--- config.mk ---
export PLATFORM = sky130hd
export DESIGN_NAME = tlb_perm_check
export DESIGN_NICKNAME = d
export VERILOG_FILES = /design/src/rtl/tlb_perm_pkg.sv /design/src/rtl/tlb_rights_decode.sv /design/src/rtl/tlb_pid_match.sv /design/src/rtl/tlb_fault_prio.sv /design/src/rtl/tlb_perm_check.sv
export SDC_FILE = /design/constraint.sdc
export NUM_CORES = 1
export LEC_CHECK = 0
export CAP_MARGIN = 20
export CORE_AREA = 2 2 127 67
export DETAILED_ROUTE_END_ITERATION = 10
export DIE_AREA = 0 0 129 69
export PLACE_DENSITY = 0.87
export SLEW_MARGIN = 20
export SYNTH_ARGS = -nofsm -noshare
export SYNTH_HDL_FRONTEND = slang
export SYNTH_SLANG_ARGS = --single-unit
--- constraint.sdc ---
create_clock -name clk -period 1.3 [get_ports clk]
set_input_delay 0.13 -clock clk [delete_from_list [all_inputs] [get_ports clk]]
set_output_delay 0.13 -clock clk [all_outputs]
set_load 0.01 [all_outputs]
--- src/rtl/tlb_perm_pkg.sv ---
package tlb_perm_pkg;

  typedef enum logic [1:0] {
    ACC_NONE  = 2'd0,
    ACC_READ  = 2'd1,
    ACC_WRITE = 2'd2,
    ACC_EXEC  = 2'd3
  } acc_kind_e;

  typedef enum logic [3:0] {
    FLT_NONE    = 4'd0,
    FLT_IMISS   = 4'd1,
    FLT_DMISS   = 4'd2,
    FLT_DPID    = 4'd3,
    FLT_IPROT   = 4'd4,
    FLT_DRIGHTS = 4'd5,
    FLT_DIRTY   = 4'd6,
    FLT_BREAK   = 4'd7,
    FLT_PAGEREF = 4'd8
  } fault_e;

  localparam int unsigned PERM_R = 0;
  localparam int unsigned PERM_W = 1;
  localparam int unsigned PERM_X = 2;

endpackage

--- src/rtl/tlb_rights_decode.sv ---
module tlb_rights_decode #(
  parameter int unsigned PL_W = 2
) (
  input  logic [PL_W-1:0] priv,
  input  logic [PL_W-1:0] pl1,
  input  logic [PL_W-1:0] pl2,
  input  logic [2:0]      rtype,
  output logic [2:0]      base_perm
);
  import tlb_perm_pkg::*;

  logic rd_ok, wr_ok, ex_ok;

  always_comb begin
    rd_ok = (priv <= pl1);
    wr_ok = (priv <= pl2);
    ex_ok = (pl2 <= priv) && (priv <= pl1);
  end

  always_comb begin
    base_perm = 3'b000;
    unique case (rtype)
      3'd0: base_perm[PERM_R] = rd_ok;
      3'd1: begin
        base_perm[PERM_R] = rd_ok;
        base_perm[PERM_W] = wr_ok;
      end
      3'd2: begin
        base_perm[PERM_R] = rd_ok;
        base_perm[PERM_X] = ex_ok;
      end
      3'd3: begin
        base_perm[PERM_R] = rd_ok;
        base_perm[PERM_W] = wr_ok;
        base_perm[PERM_X] = ex_ok;
      end
      default: base_perm[PERM_X] = ex_ok;
    endcase
  end

endmodule

--- src/rtl/tlb_pid_match.sv ---
module tlb_pid_match #(
  parameter int unsigned AID_W = 18,
  parameter int unsigned N_PID = 4
) (
  input  logic                         prot_en,
  input  logic [AID_W-1:0]             aid,
  input  logic [N_PID*(AID_W+1)-1:0]   pid_regs,
  output logic                         pid_hit
);
  localparam int unsigned PID_W = AID_W + 1;

  logic [PID_W-1:0] key;
  logic [N_PID-1:0] eq;

  assign key = {aid, 1'b1};

  for (genvar gi = 0; gi < N_PID; gi++) begin : g_cmp
    assign eq[gi] = (pid_regs[gi*PID_W +: PID_W] == key);
  end

  assign pid_hit = prot_en && (|aid) && (|eq);

endmodule

--- src/rtl/tlb_fault_prio.sv ---
module tlb_fault_prio (
  input  logic [1:0] acc_kind,
  input  logic [2:0] base_perm,
  input  logic       pid_hit,
  input  logic       flag_d,
  input  logic       flag_b,
  input  logic       flag_t,
  output logic [2:0] perm_out,
  output logic [3:0] fault_out
);
  import tlb_perm_pkg::*;

  logic need_ok;
  logic is_wr, is_ex;

  assign is_wr = (acc_kind == ACC_WRITE);
  assign is_ex = (acc_kind == ACC_EXEC);

  always_comb begin
    perm_out  = base_perm;
    fault_out = FLT_NONE;
    need_ok   = 1'b1;
    if (pid_hit) perm_out[PERM_W] = 1'b0;
    unique case (acc_kind)
      ACC_READ:  need_ok = perm_out[PERM_R];
      ACC_WRITE: need_ok = perm_out[PERM_W];
      ACC_EXEC:  need_ok = perm_out[PERM_X];
      default:   need_ok = 1'b1;
    endcase
    if (pid_hit && is_wr) begin
      fault_out = FLT_DPID;
    end else if (acc_kind != ACC_NONE) begin
      if (!need_ok) begin
        fault_out = is_ex ? FLT_IPROT : FLT_DRIGHTS;
      end else begin
        if (!flag_d) begin
          if (is_wr) fault_out = FLT_DIRTY;
          perm_out[PERM_W] = 1'b0;
        end
        if (flag_b) begin
          if (is_wr) fault_out = FLT_BREAK;
          perm_out[PERM_W] = 1'b0;
        end
        if (flag_t) begin
          if (!is_ex) fault_out = FLT_PAGEREF;
          perm_out[PERM_R] = 1'b0;
          perm_out[PERM_W] = 1'b0;
        end
      end
    end
  end

endmodule

--- src/rtl/tlb_perm_check.sv ---
module tlb_perm_check #(
  parameter int unsigned VA_W      = 32,
  parameter int unsigned PA_W      = 32,
  parameter int unsigned PAGE_BITS = 12,
  parameter int unsigned AID_W     = 18,
  parameter int unsigned N_PID     = 4,
  parameter int unsigned PL_W      = 2
) (
  input  logic                          clk,
  input  logic                          rst_n,
  input  logic                          req_valid,
  input  logic [VA_W-1:0]               va,
  input  logic                          phys_mode,
  input  logic                          prot_en,
  input  logic [PL_W-1:0]               priv,
  input  logic [1:0]                    acc_kind,
  input  logic                          ent_hit,
  input  logic                          ent_valid,
  input  logic [PA_W-PAGE_BITS-1:0]     ent_ppn,
  input  logic [AID_W-1:0]              ent_aid,
  input  logic [PL_W-1:0]               ent_pl1,
  input  logic [PL_W-1:0]               ent_pl2,
  input  logic [2:0]                    ent_type,
  input  logic                          ent_d,
  input  logic                          ent_b,
  input  logic                          ent_t,
  input  logic [N_PID*(AID_W+1)-1:0]    pid_regs,
  output logic                          rsp_valid,
  output logic [PA_W-1:0]               pa,
  output logic [2:0]                    perm,
  output logic [3:0]                    fault
);
  import tlb_perm_pkg::*;

  localparam int unsigned PPN_W = PA_W - PAGE_BITS;

  logic [2:0]      base_perm;
  logic            pid_hit;
  logic [2:0]      chk_perm;
  logic [3:0]      chk_fault;
  logic            entry_ok;
  logic [PA_W-1:0] pa_nxt;
  logic [2:0]      perm_nxt;
  logic [3:0]      fault_nxt;

  tlb_rights_decode #(.PL_W(PL_W)) u_rights (
    .priv      (priv),
    .pl1       (ent_pl1),
    .pl2       (ent_pl2),
    .rtype     (ent_type),
    .base_perm (base_perm)
  );

  tlb_pid_match #(.AID_W(AID_W), .N_PID(N_PID)) u_pid (
    .prot_en  (prot_en),
    .aid      (ent_aid),
    .pid_regs (pid_regs),
    .pid_hit  (pid_hit)
  );

  tlb_fault_prio u_prio (
    .acc_kind  (acc_kind),
    .base_perm (base_perm),
    .pid_hit   (pid_hit),
    .flag_d    (ent_d),
    .flag_b    (ent_b),
    .flag_t    (ent_t),
    .perm_out  (chk_perm),
    .fault_out (chk_fault)
  );

  assign entry_ok = ent_hit && ent_valid;

  always_comb begin
    if (phys_mode) begin
      pa_nxt    = PA_W'(va);
      perm_nxt  = 3'b111;
      fault_nxt = FLT_NONE;
    end else if (!entry_ok) begin
      pa_nxt    = '0;
      perm_nxt  = 3'b000;
      fault_nxt = (acc_kind == ACC_EXEC) ? FLT_IMISS : FLT_DMISS;
    end else begin
      pa_nxt    = {PPN_W'(ent_ppn), va[PAGE_BITS-1:0]};
      perm_nxt  = chk_perm;
      fault_nxt = chk_fault;
    end
  end

  always_ff @(posedge clk or negedge rst_n) begin
    if (!rst_n) begin
      rsp_valid <= 1'b0;
      pa        <= '0;
      perm      <= 3'b000;
      fault     <= FLT_NONE;
    end else begin
      rsp_valid <= req_valid;
      if (req_valid) begin
        pa    <= pa_nxt;
        perm  <= perm_nxt;
        fault <= fault_nxt;
      end
    end
  end

endmodule

* Yosys cells after proc, flatten, opt, wreduce, memory -nomap -nowiden
Cells that the tools add are included.
W data, S select, Z words.
** Word-level totals
- Flip-flop bits (word level) :: 40
- Input bits :: 167
- Output and inout port bits :: 40
- Word-level logic and storage cells :: 57
** Cells by class
- Order comparisons :: 3
- Equal/unequal tests :: 10
- Muxes and demuxes :: 28
- Reduce and logical (&&, ||, !) cells :: 12
** Operators by type and width (count)
- $eq A19 B19 Y1 :: 4
- $mux W32 :: 2
- $mux W4 :: 10
- $reduce_or A18 Y1 :: 1
- $mux W2 :: 5
- $mux W3 :: 3
- $reduce_or A4 Y1 :: 2
- $mux W1 :: 7
- $eq A3 B2 Y1 const B :: 2
- $le A2 B2 Y1 :: 3
- $logic_and A1 B1 Y1 :: 5
- $eq A2 B2 Y1 const B :: 2
- $reduce_or A2 Y1 :: 2
- $eq A3 B1 Y1 const B :: 1
- $logic_not A3 Y1 :: 1
- $pmux W1 S3 :: 1
- $eq A2 B1 Y1 const B :: 1
- $reduce_bool A2 Y1 :: 1

* Depth between registers and ports, before layout
Gate-level depths: netlist of run 1.
- Depth in word-level cells :: 12
- Mapped depth :: 8
- Gate-level depth less buffers :: 8

* By module
A second synthesis of run 1 with hierarchy kept.
** Second synthesis, totals
- Cell total of the unflattened synthesis :: 317
- Area, all modules :: 2937.8 um2
** By module, submodules not included
- tlb_perm_check :: times used 1, cells an instance 152, area an instance 1681.6 um2, sequential area each 1001.0 um2
- tlb_pid_match :: times used 1, cells an instance 122, area an instance 955.9 um2, sequential area each 0.0 um2
- tlb_fault_prio :: times used 1, cells an instance 25, area an instance 161.4 um2, sequential area each 0.0 um2
- tlb_rights_decode :: times used 1, cells an instance 18, area an instance 138.9 um2, sequential area each 0.0 um2

* Worst setup path after synthesis of run 1
OpenSTA, ideal clock, no wires.
- Kind :: input-to-reg
- Start :: input port ent_pl1[1]
- End :: register fault[0]
- Library setup time :: 119 ps
- Arrival time :: 1755 ps
- Required time :: 1181 ps
- Setup slack :: -574 ps
- Stages :: 8
- Buffers on the path :: 0
- Path through :: inv_1 ha_1 nor2b_1 a2bb2oi_1 or4_1 a31oi_1 o32ai_1 a21o_2
** On the way
- Cells in the longest elaborated chain, start to end :: 9
- Elaborated cells between the ends (all ways) :: 10
- Those cells by class :: 1 x order compare; 8 x mux; 1 x reduce/logical
** Ends and longest elaborated chain
- from (decl) :: line tlb_perm_check.sv:21 : input logic [PL_W-1:0] ent_pl1,
- $le A2 B2 Y1 (*) :: line tlb_rights_decode.sv:15, tlb_rights_decode.sv:17
- $logic_and A1 B1 Y1 :: line tlb_rights_decode.sv:17 : ex_ok = (pl2 <= priv) && (priv <= pl1);
- $mux W1 :: line tlb_rights_decode.sv:22 : unique case (rtype)
- $pmux W1 S3 (*) :: line tlb_fault_prio.sv:24 : unique case (acc_kind)
- $mux W4 (*) :: line tlb_fault_prio.sv:33 : if (!need_ok) begin
- $mux W4 (*) :: line tlb_fault_prio.sv:32 : end else if (acc_kind != ACC_NONE) begin
- $mux W4 (*) :: line tlb_fault_prio.sv:30 : if (pid_hit && is_wr) begin
- $mux W4 (*) :: line tlb_perm_check.sv:79 : end else if (!entry_ok) begin
- $mux W4 (*) :: line tlb_perm_check.sv:75 : if (phys_mode) begin
- to (signal assigned) :: line tlb_perm_check.sv:101 : fault <= fault_nxt;
- to (decl) :: line tlb_perm_check.sv:31 : output logic [3:0] fault
Every way passes the cells marked *; elsewhere a longest branch is shown, timed or not.
A chain may end at the register's enable or synchronous reset.

* Worst setup path after layout of run 1
- Start :: input port priv[0]
- End :: register fault[2]
** On the way
- Cells in the longest elaborated chain, start to end :: 9
- Elaborated cells between the ends (all ways) :: 14
- Those cells by class :: 3 x order compare; 10 x mux; 1 x reduce/logical
** Ends and longest elaborated chain
- from (decl) :: line tlb_perm_check.sv:15 : input logic [PL_W-1:0] priv,
- $le A2 B2 Y1, on equally long branches :: line tlb_rights_decode.sv:16, tlb_rights_decode.sv:15, tlb_rights_decode.sv:17
- $mux W1 or $logic_and A1 B1 Y1 (tied branches) :: line tlb_rights_decode.sv:22, tlb_rights_decode.sv:17
- $mux W1, on equally long branches :: line tlb_fault_prio.sv:23, tlb_rights_decode.sv:22
- $pmux W1 S3 (*) :: line tlb_fault_prio.sv:24
- $mux W4 (*) :: line tlb_fault_prio.sv:33
- $mux W4 (*) :: line tlb_fault_prio.sv:32
- $mux W4 (*) :: line tlb_fault_prio.sv:30
- $mux W4 (*) :: line tlb_perm_check.sv:79
- $mux W4 (*) :: line tlb_perm_check.sv:75
Marks and branches as above.

==> results of run 1 <==
## layout make-up
class | instances | area, sq um | area share [%]
clock buffer | 5 | 125.1 | 2.071
clock inverter | 2 | 60.06 | 0.9942
inverter | 9 | 38.79 | 0.6421
multi-input combinational | 267 | 2147 | 35.54
sequential | 40 | 1001 | 16.57
tap | 112 | 140.1 | 2.320
timing repair buffer | 272 | 2529 | 41.86
## cell families after synthesis
logic type | count (synthesis) | synth area share (%)
AND/OR/NAND/NOR | 107 | 18.69
buffers and inverters | 41 | 6.116
XOR/XNOR | 73 | 21.41
AO/OA/AOI/OAI | 83 | 18.60
flip-flops | 40 | 33.51
adder cells (fa/ha/maj) | 4 | 1.676
## final timing paths
path / endpoint / slack, ns / cells after the start
max in group asynchronous: pa[5]$_DFFE_PN0P_ / 0.49 / 3
min in group asynchronous: pa[15]$_DFFE_PN0P_ / 0.32 / 2
max: fault[2]$_DFFE_PN0P_ / -0.25 / 9
max reg2reg: fault[1]$_DFFE_PN0P_ / 0.40 / 3
min reg2reg: pa[11]$_DFFE_PN0P_ / 0.50 / 1
min: rsp_valid$_DFF_PN0_ / 0.26 / 2
## worst register-to-register path: cells and delay by family, from the launching register on
family / cells / cell delay, ns
DFF: 1 / 0.37
AOI/OAI and AO/OA: 3 / 0.43
## power by group
part	total (mW)	internal [mW]	leakage (nW)	switching (mW)
clock	1.58	1.09	0.0899	0.490
combinational	1.70	0.970	2.36	0.728
sequential	1.42	1.36	0.488	0.0621
## cells in the final DEF, fill, tap and decap left out, types with 4 or more instances in the layout
cell / count
nor3_2: 4
xor2_1: 22
dfrtp_1: 40
clkdlybuf4s15_1: 11
inv_1: 6
ha_4: 4
buf_4: 61
dlygate4sd2_1: 54
xnor2_1: 39
a21oi_1: 45
nor2_1: 33
nand3_1: 4
buf_6: 10
xnor2_2: 10
and3_1: 20
clkdlybuf4s50_1: 78
nor4_2: 5
nand2_1: 4
clkbuf_16: 5
a22o_1: 12
nand4_1: 16
dlymetal6s2s_1: 34
buf_2: 15
## cell usage after synthesis (2+ instances only)
cell type / n / area (sq um)
a22o_1: 12 / 105.1
nand2b_1: 2 / 12.51
ha_1: 4 / 50.05
clkbuf_1: 13 / 48.80
o21ai_0: 4 / 20.02
inv_1: 9 / 33.78
nor2_1: 35 / 131.4
buf_2: 17 / 85.08
a21o_2: 2 / 17.52
dfrtp_1: 40 / 1001
a32oi_1: 2 / 17.52
nor4_1: 8 / 50.05
nor2b_1: 3 / 18.77
and3_1: 20 / 125.1
nor3_1: 7 / 35.03
nand3_1: 7 / 35.03
xnor2_1: 50 / 437.9
nand2_1: 5 / 18.77
a21oi_1: 48 / 240.2
nand4_1: 16 / 100.1
xor2_1: 23 / 201.4
## sequential cells by signal, indices dropped and copies added (netlist names)
signal and flops:
pa 32, fault 4, perm 3, rsp_valid 1
## layer usage
layer	wire [microns]	global-route usage (%)
met1	5794	37.69
met2	6127	46.50
met3	959	6.444
met4	184	5.556
met5	0	0
## per-stage QoR
step                cells  total power [mW]  setup WS [ns]
floorplan             348             2.069        -0.3075
CTS                   706             4.671        -0.2549
global route          707             4.907        -0.2733
detailed placement    694             3.114        -0.9984
finish                707             4.699        -0.2495
global placement      694             3.080        -0.9712
## repair_timing
| item | in CTS | in global routing |
|---|---|---|
| cloned | 0 | 0 |
| pin swaps | 49 | 47 |
| gates resized for setup | 205 | 77 |
| endpoints found under the setup margin | 39 | 25 |
| hold buffers | 1 | 0 |
| endpoints found under the hold margin | 16 | 0 |
| buffers inserted | 4 | 1 |
==> impl_metrics.toml, run 1 <==
[min_path]
hp-class = "primary input to flip-flop"
holdCritStartpoint = "req_valid"

[sta]
min_period_over_period_pct = 119.2
hold_ws_ns = 0.2589
hold_viol = 0
worstMarginPinSlew_ns = 0.4430
finalSetupViolCount = 7
timing.final.ws_setup_ns = -0.2495
slew_viol_final = 0
relSlewSlack_pct = 70.09
rsz0062_at_grt = "true"
worst_clock_skew_ns = 0
fin_setup_tns_ns = -1.113
fmax_mhz = 645.4
min_period_ns = 1.550

[critical_path]
required_ns = 1.45
start_kind = "primary input"
cp_top_family = "simple AND/OR/NAND/NOR gates"
crit_chain = "buf_6, inv_4, ha_4, nand2b_4, a21oi_2, or4_4, buf_6, a32oi_2, o31ai_4"
crit_start = "priv[0]"
crit_slowest_cell = "or4_4"
worst-path-buf-inv = 3
path_class = "primary input to flip-flop"
arrival_ns = 1.70
critPathMaxStageDelay_ns = 0.53
r2r_start = "fault[1]$_DFFE_PN0P_"
worstPathMaxFanout = 3
path_common_cell = "buf_6"
cp-end-kind = "flip-flop"

[layout]
n_antenna_cell = 0
final.fill_count = 523
area_growth_pct = 102.3
drive_above_1_share_pct = 26.72
post-route-util_pct = 77.46
nets = 766
design_area_sq_mm = 0.006041

[routing]
routedWlPerCell_microns = 18.48
drtIter0Drc = 183
via_per_inst = 5.209
drt_first_pass_iters = 4
finalWirelength_mm = 13.07
via_count = 3683
drc_errors = 0
ant_nets = 0

[status]
failed_checks = "setup timing"
status = "complete, but fails checks"

[clock_tree]
cts_root_buffer = "clkbuf_16"
worstSkewPairLatency_ns = 0.28
h-tree-depth = 2
cts_tree = "done"
clk_pin_slew_ns = 0.06
clockBufferDepth = 2
cts_sinks = 40
numCtsBuffers = 5

[pwr]
ir_drop_mv = 0.5673
powerDensity_mw_per_mm2 = 777.9
leakage_nw = 2.941

[logic_synthesis]
synthesis.nets = 519
synth_warnings = 0
yosys.cell_types.count = 42
synth_seq_cells = 40
yosysSeqAreaShare_pct = 33.51
synth_cells = 348
synth-main-ff-cell = "dfrtp_1"
postSynthAreaPerCell_sq_um = 8.582
async_flop_share_pct = 100.0
synthesis.area_sq_mm = 0.002987
synth_edf_count = 0

[floorplanning]
core_area_sq_mm = 0.007799
rows = 23
die_area_sq_mm = 0.008901
start_util_pct = 38.30
die_y_microns = 69
num_io_pins = 207
die_w_microns = 129

[placement]
place_area_sq_mm = 0.005534
dp_hpwl_mm = 10.11
portBuffers = 206
place.gp.congestion = 0.9714

[grt]
grt_pass1_wl_mm = 19.27
grt_overflow = 0
grt_pass1_vias = 3769
antenna_found_initial = 0
grt_usage_pct = 28.06
grt_max_degree = 30

[run]
drv_cap = 0
No activity file was read; power rests on OpenSTA's default activity.
==> inputs of run 2 (changes only) <==
- CTS_BUF_LIST: default -> sky130_fd_sc_hd__clkbuf_16
- GPL_TIMING_DRIVEN: default -> 0
==> impl_metrics.toml, run 2 (synthesized netlist as in run 1, its figures left out) <==
[status]
status = "complete, but fails checks"
failed_checks = "setup timing"

[clock_tree]
numCtsBuffers = 5
cts_tree = "done"
worstSkewPairLatency_ns = 0.27
cts_sinks = 40
clk_pin_slew_ns = 0.06
clockBufferDepth = 2
h-tree-depth = 2
cts_root_buffer = "clkbuf_16"

[grt]
met2_usage_pct = 43.68
use_met3_pct = 7.764
met1_usage_pct = 35.91
grt_max_degree = 30
grt_busiest_layer = "met2"
grt_overflow = 0
grt_pass1_vias = 3561
grt_usage_pct = 26.75
grt_pass1_wl_mm = 18.54
antenna_found_initial = 0

[sta]
slew_viol_final = 0
min_period_ns = 1.594
hold_ws_ns = 0.2285
worst_clock_skew_ns = 0
min_period_over_period_pct = 122.6
worstMarginPinSlew_ns = 0.4906
timing.final.ws_setup_ns = -0.2942
finalSetupViolCount = 6
relSlewSlack_pct = 67.29
rsz0062_at_grt = "true"
fmax_mhz = 627.3
fin_setup_tns_ns = -0.9971
hold_viol = 0

[floorplanning]
die_area_sq_mm = 0.008901
start_util_pct = 38.30
die_w_microns = 129
core_area_sq_mm = 0.007799
rows = 23
die_y_microns = 69
num_io_pins = 207

[critical_path]
path_common_cell = "buf_4"
r2r-end = "fault[1]$_DFFE_PN0P_"
rrSetupSlack_ns = 0.32
r2r_start = "fault[1]$_DFFE_PN0P_"
path_class = "primary input to flip-flop"
reg2reg_depth = 3
arrival_ns = 1.76
critPathMaxStageDelay_ns = 0.24
cp-end-kind = "flip-flop"
crit_chain = "buf_8, buf_4, ha_4, nor2b_2, o21ai_2, nand4_1, buf_4, a31oi_4, o32ai_2, a21o_2"
required_ns = 1.47
start_kind = "primary input"
crit_slowest_cell = "ha_4"
worstPathMaxFanout = 3
crit_start = "priv[1]"

[min_path]
hp-class = "primary input to flip-flop"
hold_path_end = "rsp_valid$_DFF_PN0_"
hold_path_depth = 1
holdCritStartpoint = "req_valid"

[layout]
mostFrequentLayoutCells = "dlygate4sd2_1, clkdlybuf4s50_1, xnor2_1, a21oi_1, dfrtp_1"
regArea_sq_mm = 0.001001
post-route-util_pct = 71.44
largest_register_ff_count = 32
nets = 725
drive_above_1_share_pct = 20.54
multi_input_area_sq_mm = 0.002115
n_antenna_cell = 0
layout_commonest_cell = "dlygate4sd2_1"
top_register = "pa"
final.fill_count = 612
area_growth_pct = 86.55
top_regs = "pa: 32 flops, fault: 4 flops, perm: 3 flops"

[placement]
place.gp.congestion = 0.9496
dp_hpwl_mm = 9.664
post-place-ws_ns = -0.9526
portBuffers = 187

[routing]
via_per_inst = 5.138
ant_nets = 0
routedWlPerCell_microns = 18.31
drc_errors = 0
drtIter0Drc = 193
finalWirelength_mm = 12.22
via_count = 3427
drt_first_pass_iters = 5

[pwr]
ir_drop_mv = 0.6973
powerDensity_mw_per_mm2 = 781.3
leakage_nw = 2.555

[run]
drv_cap = 0
## run 2: cell count changes in the layout (fill, tap and decap cells not counted), sizes merged
cell | before | now
clkinv | 0 | 1
bufinv | 2 | 1
clkdlybuf4s15 | 14 | 10
clkdlybuf4s50 | 78 | 69
buf | 88 | 34
inv | 9 | 10
dlygate4sd2 | 54 | 77
clkbuf | 8 | 29
dlymetal6s2s | 34 | 16
## run 2: per-layer routing
metal  vias up  wire length (microns)
met5         -                      0
met4         0                    131
met3        12                    993
met2       165                   5590
met1      1616                   5498
li1       1634                      -
## run 2: cell type report
cell class | instances | area share [%]
inverter | 9 | 0.6512
multi-input combinational | 267 | 37.95
buffer | 32 | 4.244
tap | 112 | 2.515
timing repair buffer | 199 | 33.73
clock inverter | 3 | 0.6962
clock buffer | 5 | 2.246
sequential | 40 | 17.97
## run 2: stage by stage
| stage | power [mW] | instance area [sq um] | instances |
|---|---|---|---|
| 2_1_floorplan | 2.069 | 3038 | 348 |
| 3_3_place_gp | 2.919 | 5050 | 647 |
| 3_5_place_dp | 2.964 | 5065 | 648 |
| 4_1_cts | 4.310 | 5418 | 664 |
| 5_1_grt | 4.562 | 5572 | 667 |
| 6_report | 4.353 | 5572 | 667 |
## run 2: what timing repair did
item	4_1_cts	5_1_grt
endpoints found under the setup margin	68	35
setup buffers	7	3
pin swaps	42	23
hold endpoints to repair	11	0
hold buffers	1	0
resized for setup	176	66
## run 2: worst max path at each step
stage | to | slack (ns) | depth (start not counted)
after detailed placement | fault[0]$_DFFE_PN0P_ | -0.95 | 8
final | fault[0]$_DFFE_PN0P_ | -0.29 | 10
after global routing | fault[0]$_DFFE_PN0P_ | -0.31 | 9
after CTS | fault[0]$_DFFE_PN0P_ | -0.25 | 9
after floorplan | fault[0]$_DFFE_PN0P_ | -0.31 | 8
after global placement | fault[0]$_DFFE_PN0P_ | -0.93 | 8
## run 2: where the power goes
group	internal [mW]	switching [mW]
combinational	0.867	0.698
sequential	1.36	0.0635
clock	0.894	0.469
## run 2: critical path, delay by kind of cell
family	cells	cell delay (ns)
adders and majority gates	1	0.24
buffers and inverters	3	0.43
AOI/OAI and AO/OA	4	0.61
and+or+nand+nor	2	0.35
==> inputs of run 3 (changes only) <==
- GPL_TIMING_DRIVEN: 0 -> default
- SLEW_MARGIN: 20 -> default
==> results of run 3 <==
No change in the layout: final DEF, timing and power equal those of run 1.
